**config.mk**
```make
export PLATFORM = sky130hd
export DESIGN_NAME = sram_window_pager
export DESIGN_NICKNAME = d
export VERILOG_FILES = /design/src/rtl/pager_pkg.sv /design/src/rtl/pager_port_decode.sv /design/src/rtl/pager_cfg_reg.sv /design/src/rtl/pager_window.sv /design/src/rtl/sram_window_pager.sv
export SDC_FILE = /design/constraint.sdc
export NUM_CORES = 1
export LEC_CHECK = 0
export CAP_MARGIN = 20
export CORE_MARGIN = 5
export CORE_UTILIZATION = 35
export CTS_CLUSTER_DIAMETER = 80
export DETAILED_ROUTE_END_ITERATION = 10
export DONT_BUFFER_PORTS = 1
export HOLD_SLACK_MARGIN = 0.06
export PLACE_DENSITY = 0.55
export SLEW_MARGIN = 10
export SYNTH_ARGS = -nofsm -noshare
export SYNTH_HDL_FRONTEND = slang
export SYNTH_SLANG_ARGS = --single-unit
```
**constraint.sdc**
```tcl
create_clock -name clk -period 1.18 [get_ports clk]
set_input_delay 0.236 -clock clk [delete_from_list [all_inputs] [get_ports clk]]
set_output_delay 0.236 -clock clk [all_outputs]
set_load 0.01 [all_outputs]
```
**src/rtl/pager_pkg.sv**
```systemverilog
package pager_pkg;
  localparam int PAGE_W = 3;

  typedef struct packed {
    logic              to_exrom;  // data bit 7
    logic              wr_open;   // data bit 6
    logic              full_bank; // data bit 5
    logic [PAGE_W-1:0] page;      // data bits 2..0
  } pager_cfg_t;

  localparam int CFG_W = $bits(pager_cfg_t);
endpackage

```
**src/rtl/pager_port_decode.sv**
```systemverilog
module pager_port_decode #(
  parameter logic [7:0] MAIN_PORT = 8'h0F,
  parameter logic [7:0] ALT_PORT  = 8'h07
) (
  input  logic [7:0] addr_lo,
  input  logic       iorq_n,
  input  logic       wr_n,
  input  logic       alt_allowed,
  output logic       load
);
  logic io_wr, hit_main, hit_alt;

  always_comb begin
    io_wr    = !iorq_n && !wr_n;
    hit_main = io_wr && (addr_lo == MAIN_PORT);
    hit_alt  = io_wr && (addr_lo == ALT_PORT) && alt_allowed;
    load     = hit_main || hit_alt;
  end
endmodule

```
**src/rtl/pager_cfg_reg.sv**
```systemverilog
module pager_cfg_reg
  import pager_pkg::*;
(
  input  logic       clk,
  input  logic       rst,
  input  logic       load,
  input  logic [7:0] data,
  output pager_cfg_t cfg
);
  pager_cfg_t nxt;

  always_comb begin
    nxt.to_exrom  = data[7];
    nxt.wr_open   = data[6];
    nxt.full_bank = data[5];
    nxt.page      = data[PAGE_W-1:0];
  end

  always_ff @(posedge clk or posedge rst) begin
    if (rst)       cfg <= '0;
    else if (load) cfg <= nxt;
  end
endmodule

```
**src/rtl/pager_window.sv**
```systemverilog
module pager_window
  import pager_pkg::*;
(
  input  pager_cfg_t cfg,
  input  logic       a15,
  input  logic       roscs_n,
  input  logic       exrom_n,
  output logic       hit
);
  logic [2:0] sel;
  logic       bank_on;

  always_comb begin
    sel     = {cfg.to_exrom, cfg.full_bank, a15};
    bank_on = cfg.to_exrom ? !exrom_n : !roscs_n;
    unique case (sel)
      3'b000, 3'b100: hit = 1'b0;
      default:        hit = bank_on;
    endcase
  end
endmodule

```
**src/rtl/sram_window_pager.sv**
```systemverilog
module sram_window_pager
  import pager_pkg::*;
#(
  parameter int         CPU_AW    = 16,
  parameter logic [7:0] MAIN_PORT = 8'h0F,
  parameter logic [7:0] ALT_PORT  = 8'h07,
  localparam int        SRAM_AW   = CPU_AW + PAGE_W
) (
  input  logic               clk,
  input  logic               rst,
  input  logic [CPU_AW-1:0]  cpu_addr,
  input  logic [7:0]         cpu_data,
  input  logic               iorq_n,
  input  logic               mreq_n,
  input  logic               rd_n,
  input  logic               wr_n,
  input  logic               roscs_n,
  input  logic               exrom_n,
  output logic [SRAM_AW-1:0] sram_addr,
  output logic               sram_ce_n,
  output logic               sram_oe_n,
  output logic               sram_we_n,
  output logic               claim,
  output logic               rom_block,
  output logic               dock_cs_out_n
);
  pager_cfg_t cfg;
  logic       load, hit, ce;

  pager_port_decode #(.MAIN_PORT(MAIN_PORT), .ALT_PORT(ALT_PORT)) u_dec (
    .addr_lo    (cpu_addr[7:0]),
    .iorq_n     (iorq_n),
    .wr_n       (wr_n),
    .alt_allowed(!cfg.to_exrom),
    .load       (load)
  );

  pager_cfg_reg u_cfg (
    .clk (clk),
    .rst (rst),
    .load(load),
    .data(cpu_data),
    .cfg (cfg)
  );

  pager_window u_win (
    .cfg    (cfg),
    .a15    (cpu_addr[CPU_AW-1]),
    .roscs_n(roscs_n),
    .exrom_n(exrom_n),
    .hit    (hit)
  );

  always_comb begin
    ce            = hit && !mreq_n;
    sram_addr     = {cfg.page, cpu_addr};
    sram_ce_n     = !ce;
    sram_oe_n     = !(ce && !rd_n);
    sram_we_n     = !(ce && !wr_n && cfg.wr_open);
    claim         = hit;
    rom_block     = hit;
    dock_cs_out_n = roscs_n || hit;
  end
endmodule

```
==> parameters.txt, run 1 <==
Parameter                              Value

Status
  Run status    finished, violations left
  Violations in the final reports    setup timing

Clock tree
  Clock insertion delay at the later pin of the skew report    0.23 ns
  Number of buffers added by the clock tree synthesis step    3
  Root buf cell    sky130_fd_sc_hd__clkbuf_4
  Number of H-tree branching levels    1
  Sink count of the clock tree    6
  Maximum root-to-sink buffer count    2
  Clock tree from TritonCTS    done
  CTS clock-pin slew for the worst setup and hold paths    0.04 ns

Die
  Std-Cell Rows    13
  Die X-Extent    47.2 um
  Core region area    0.00130 mm2
  Die outline area    0.00223 mm2
  Num ports    57
  Initial cell density of the core    37.3%
  Height of the die    47.2 um

Global routing
  Tot GR Track Use    8.37%
  Number of antenna violations at the first check in global routing    0
  Number of global-route vias before repair    311
  Maximum number of pins on one net before global-route repair    7
  Global-route wire length before repair    1300 um
  Final global-route overflow total    0

Finish
  Largest registers ranked by flip-flop count    u_cfg.cfg x6
  Non-filler cells in the finished layout    53
  Number of nets at the end of the flow    72
  Most flop-heavy register    u_cfg.cfg
  Fin util    41.2%
  Flip-flop count of the largest register, all copies and words added    6
  Number of diodes    0
  Fraction of final layout cells sized beyond drive strength 1    68.4%
  Area delta synth->final    10.3%
  Final-layout fill cell count    134

Pwr
  Leakage Power    0.254 nW
  Power density relative to cell area    906 mW/mm2
  Maximum vdd ir drop    397 uV
  Post-layout power    485 uW

Setup path
  CP cell instances    buf_4, buf_6, inv_2, o2111ai_4, buf_12, mux2_4
  Max stage delay cell, worst path    sky130_fd_sc_hd__dfrtp_2
  Type of the setup path with the least slack    flop to flop
  Register-to-Register Path Depth    6
  CP Data Required Time    1.29 ns
  Arrival time at the worst endpoint    1.56 ns
  R2r startpoint    u_cfg.cfg[5]$_DFFE_PP0P_
  Startpoint type of the worst setup path    flop
  Type of destination of the critical path    flop
  Worst flop-to-flop path endpoint    u_cfg.cfg[5]$_DFFE_PP0P_
  Max incr delay on CP    0.43 ns
  Internal reg-to-reg setup slack    -0.27 ns
  Maximum fanout count along the critical path    4

Worst hold path
  Worst-case hold path end point    u_cfg.cfg[3]$_DFFE_PP0P_
  Kind of path behind the tightest hold check    primary input to flop
  Cell depth of the worst min-delay path    1
  HP Start    cpu_data[5]

STA
  Final Hold Viols    0
  Final Critical Period    1.45 ns
  Transition time at the pin with the least slew margin    0.255 ns
  Max transition margin    82.9%
  Setup violation total in the final timing report    12
  Fraction of the cycle the final worst path needs    123%
  Worst Clk Skew    0.00204 ns
  Max Fclk    692 MHz
  Max-slew violation count    0
  RSZ-0062 raised after global routing    true
  Post-layout worst setup margin    -0.266 ns
  Setup TNS    -2.68 ns

Route
  Routed via count divided by cell count    5.02
  Routed len/inst    17.9 um
  Post-DRT Antenna Nets    0
  Detailed Route WL    950 um
  DRC violation count after routing    0
  Via Count    266
  DR pass1 iterations    2
  Iteration-0 DRC count of the detailed router    2

Synth
  Count of mapped cells out of synthesis    46
  XOR/XNOR share of the synthesized area    0%
  Share of synthesized cell area in full adder, half adder and majority cells    0%
  Count of yosys warnings during synthesis    0
  Largest area contributor in the netlist    sky130_fd_sc_hd__buf_4
  Compound-Gate Fraction of Synth Area    7.22%
  Cell area after synthesis    485 um2
  Combinational family with the most area after synthesis    buffers and inverters
  Share of synthesized area spent on multiplexers    13.9%
  Cell types with the largest area share after synthesis    sky130_fd_sc_hd__buf_4 31%, sky130_fd_sc_hd__dfrtp_1 31%, sky130_fd_sc_hd__mux2_2 14%
  Total nets after synthesis    78
  Fraction of post-synthesis cell area in the top cell type by area    30.9%
  Count of state elements after synthesis    6
  Post-Synthesis Mean Instance Area    10.6 um2
  Sequential area share after synthesis    30.9%
  Number of library cell types mapped by synthesis    14
  Simple logic cell fraction of the synthesized area    14.7%

Run
  MaxCap Viol Count    0

Place
  Count of input and output buffers    0
  Placer congestion estimate    0.597
  Dpl cells    43
[Yosys cell counts, drive strengths merged]
cell and count:
dfrtp 6, o2bb2ai 1, o2111ai 1, mux2 6, and3b 1, nor2 2, nor2b 1, nor4b 1
inv 3, nand3b 1, nand2b 2, nor3 1, buf 20
[worst max-delay path by stage]
stage                                         from                  endpoint  slack, ns  cells past startpoint
after detailed placement  u_cfg.cfg[5]$_DFFE_PP0P_                 sram_we_n      -0.10                      4
after global placement    u_cfg.cfg[5]$_DFFE_PP0P_  u_cfg.cfg[3]$_DFFE_PP0P_      -0.07                      3
after floorplan           u_cfg.cfg[5]$_DFFE_PP0P_                 sram_we_n       0.01                      3
final                     u_cfg.cfg[5]$_DFFE_PP0P_  u_cfg.cfg[5]$_DFFE_PP0P_      -0.27                      6
after global routing      u_cfg.cfg[5]$_DFFE_PP0P_                 sram_we_n      -0.33                      4
after CTS                 u_cfg.cfg[5]$_DFFE_PP0P_                 sram_we_n      -0.32                      4
[critical path: cells and delay by family, from the launching register on]
family	cells	cell delay, ns
flip-flops	1	0.43
buffers and inverters	4	0.48
multiplexers	1	0.28
AO/OA/AOI/OAI	1	0.13
[through the flow]
step,cell area (um2),hold slack [ns],setup WS (ns)
floorplan,485,0.0270,0.00993
global placement,369,0.0517,-0.0723
detailed placement,369,0.0636,-0.105
CTS,536,0.145,-0.324
global route,536,0.141,-0.328
finish,536,0.149,-0.266
[repair_timing]
action,CTS,global route
setup buffers,6,1
hold buffers,1,0
pin swaps,3,1
endpoints found under the hold margin,6,0
resized for setup,17,1
setup endpoints to repair,12,12
[cell families after synthesis]
family,after synthesis
AOI/OAI and AO/OA,2
muxes,6
and+or+nand+nor,9
buffers and inverters,23
DFF,6
[routing by layer]
metal / routed length, um / part of all wire (%) / GRT usage [%]
met5: 0 / 0 / 0
met4: 0 / 0 / 5.52
met3: 179 / 19 / 4.60
met2: 495 / 52 / 14.7
met1: 275 / 29 / 7.14
[power by group]
part,internal [mW],switching (mW)
logic,0.0477,0.0318
registers,0.217,0.0110
clock network,0.114,0.0636
total,0.379,0.106
[placed cells by master (no fill, tap or decap), types with 2 or more instances in the layout]
cell type / synthesis / final
sky130_fd_sc_hd__buf_4: 20 / 4
sky130_fd_sc_hd__buf_6: 0 / 3
sky130_fd_sc_hd__clkbuf_4: 0 / 3
sky130_fd_sc_hd__dfrtp_1: 6 / 5
sky130_fd_sc_hd__inv_1: 2 / 2
sky130_fd_sc_hd__mux2_4: 0 / 6
[final cells by class]
cell class              count  area, um2  share of cell area, %
clock buffers               3       22.5                   4.21
multi-input cells          17        238                   44.4
inverters                   3       11.3                   2.10
repair buffers              9       93.8                   17.5
well taps                  15       18.8                   3.50
flip-flops and latches      6        151                   28.3
(Power assumes the default switching activity.)
==> run 2, diff against run 1 <==
==> constraint.sdc (replaced) <==
create_clock -name clk -period 1.3 [get_ports clk]
set_input_delay 0.26 -clock clk [delete_from_list [all_inputs] [get_ports clk]]
set_output_delay 0.26 -clock clk [all_outputs]
set_load 0.01 [all_outputs]
==> run 2 against run 1 <==
  * The run still ends with setup timing left
  * Sequential power shrank 9.2%
  * Hold slack gained 0.022 ns
  * Register-to-register slack gained 0.19 ns
  * Sequential share of layout area grew 2.6 points
  * Routed wire length shrank 2.6%
  * Clock power shrank 9%
  * Via count shrank 4.1%
  * Non-clock buffer count shrank 4
  * Utilization shrank 3.5 points
  * Critical path type is now flop to primary output
  * Critical endpoint is now sram_we_n
  * Largest cell class unchanged
==> parameters.txt, run 2 (synthesized netlist as in run 1, its figures left out) <==
Parameter                              Value

Worst hold path
  HP Start    cpu_data[5]
  Cell depth of the worst min-delay path    1
  Worst-case hold path end point    u_cfg.cfg[3]$_DFFE_PP0P_
  Kind of path behind the tightest hold check    primary input to flop

Clock tree
  CTS clock-pin slew for the worst setup and hold paths    0.04 ns
  Number of H-tree branching levels    1
  Sink count of the clock tree    6
  Maximum root-to-sink buffer count    2
  Number of buffers added by the clock tree synthesis step    3
  Root buf cell    sky130_fd_sc_hd__clkbuf_4
  Clock insertion delay at the later pin of the skew report    0.24 ns
  Clock tree from TritonCTS    done

Route
  Routed via count divided by cell count    5.20
  DRC violation count after routing    0
  Iteration-0 DRC count of the detailed router    2
  Via Count    255
  Routed len/inst    18.9 um
  Detailed Route WL    925 um
  DR pass1 iterations    2
  Post-DRT Antenna Nets    0

Finish
  Post-route cell area    490 um2
  Area of the multi-input gates    243 um2
  Flip-flop count of the largest register, all copies and words added    6
  Most common cell after layout, fill and taps aside    sky130_fd_sc_hd__mux2_4
  Number of diodes    0
  Final-layout fill cell count    134
  Most flop-heavy register    u_cfg.cfg
  Area delta synth->final    1.03%
  Fraction of final layout cells sized beyond drive strength 1    64.7%
  Number of nets at the end of the flow    68
  Flip-flop and latch area    151 um2
  Largest registers ranked by flip-flop count    u_cfg.cfg x6
  Most frequent cells in the layout    6 x sky130_fd_sc_hd__mux2_4, 5 x sky130_fd_sc_hd__dfrtp_1, 3 x sky130_fd_sc_hd__clkbuf_4, 3 x sky130_fd_sc_hd__buf_4, 2 x sky130_fd_sc_hd__inv_1

Global routing
  Routing layer with the top usage in global route    met2
  Number of global-route vias before repair    294
  Maximum number of pins on one net before global-route repair    7
  Met2 usage in global routing    14.4%
  Global-route wire length before repair    1250 um
  M1 GR Usage    6.22%
  Number of antenna violations at the first check in global routing    0
  Global-route track usage on met3    4.98%
  Tot GR Track Use    8.06%
  Final global-route overflow total    0

Setup path
  Worst flop-to-flop path endpoint    u_cfg.cfg[5]$_DFFE_PP0P_
  Arrival time at the worst endpoint    1.21 ns
  Max incr delay on CP    0.44 ns
  CP cell instances    o2bb2ai_4, nor3_2, buf_4, nand3b_1
  R2r startpoint    u_cfg.cfg[5]$_DFFE_PP0P_
  Buf/Inv on CP    1
  Max stage delay cell, worst path    sky130_fd_sc_hd__dfrtp_2
  Register-to-Register Path Depth    4
  Startpoint type of the worst setup path    flop
  Type of destination of the critical path    primary output
  Internal reg-to-reg setup slack    -0.08 ns
  CP Data Required Time    1.04 ns
  Maximum fanout count along the critical path    3
  Kind of cell with the highest combined delay on the critical path    flip-flops
  Type of the setup path with the least slack    flop to primary output

STA
  Worst Clk Skew    0.00305 ns
  Max transition margin    75.9%
  Fraction of the cycle the final worst path needs    113%
  Final Hold Viols    0
  Final Critical Period    1.47 ns
  Setup TNS    -1.22 ns
  RSZ-0062 raised after global routing    true
  Final Hold Slack    0.171 ns
  Transition time at the pin with the least slew margin    0.362 ns
  Post-layout worst setup margin    -0.167 ns
  Max-slew violation count    0
  Setup violation total in the final timing report    12
  Max Fclk    682 MHz

Status
  Violations in the final reports    setup timing
  Run status    finished, violations left

Die
  Die outline area    0.00223 mm2
  Core region area    0.00130 mm2
  Initial cell density of the core    37.3%
  Height of the die    47.2 um
  Num ports    57
  Std-Cell Rows    13
  Die X-Extent    47.2 um

Place
  Placed cell areas    369 um2
  Post-Place Setup Slack    -0.00896 ns
  Count of input and output buffers    0
  Placer congestion estimate    0.597

Pwr
  Maximum vdd ir drop    358 uV
  Leakage Power    0.232 nW
  Power density relative to cell area    893 mW/mm2

Run
  MaxCap Viol Count    0
-- run 2: layout make-up --
| cell class | count | share of cell area (%) |
|---|---|---|
| multi-input cells | 17 | 49.5 |
| inverters | 3 | 2.30 |
| well taps | 15 | 3.83 |
| clock buffers | 3 | 4.59 |
| flip-flops and latches | 6 | 30.9 |
| repair buffers | 5 | 8.93 |
-- run 2: report_power, final --
| part | internal [mW] | switching [mW] | total [mW] |
|---|---|---|---|
| Combinational | 0.0407 | 0.0274 | 0.0681 |
| Sequential | 0.197 | 0.0107 | 0.207 |
| Clock | 0.104 | 0.0585 | 0.162 |
| Total | 0.341 | 0.0966 | 0.438 |
-- run 2: timing repair --
item,CTS,global route
setup buffers,3,0
pin swaps,3,4
hold buffers,1,0
setup endpoints to repair,5,12
hold endpoints to repair,6,0
resized for setup,10,7
-- run 2: routing by layer --
layer	vias up	share of wire [%]
met1	114	28
li1	111	-
met2	28	52
met4	0	0.22
met5	-	0
met3	2	20
-- run 2: worst max-delay path by stage --
stage | startpoint | end | slack, ns | cells after the start
5_1_grt | u_cfg.cfg[5]$_DFFE_PP0P_ | sram_we_n | -0.24 | 4
4_1_cts | u_cfg.cfg[5]$_DFFE_PP0P_ | sram_we_n | -0.23 | 4
3_5_place_dp | u_cfg.cfg[5]$_DFFE_PP0P_ | sram_we_n | -0.009 | 4
2_1_floorplan | u_cfg.cfg[5]$_DFFE_PP0P_ | sram_we_n | 0.11 | 3
6_report | u_cfg.cfg[5]$_DFFE_PP0P_ | sram_we_n | -0.17 | 4
3_3_place_gp | u_cfg.cfg[5]$_DFFE_PP0P_ | sram_we_n | 0.05 | 4
-- run 2: metrics by stage --
stage / instances / power, mW / utilization [%]
global placement: 43 / 0.247 / 28.4
floorplan: 46 / 0.297 / -
finish: 49 / 0.438 / 37.7
global route: 49 / 0.460 / 37.7
detailed placement: 43 / 0.250 / 28.4
CTS: 50 / 0.442 / 36.4
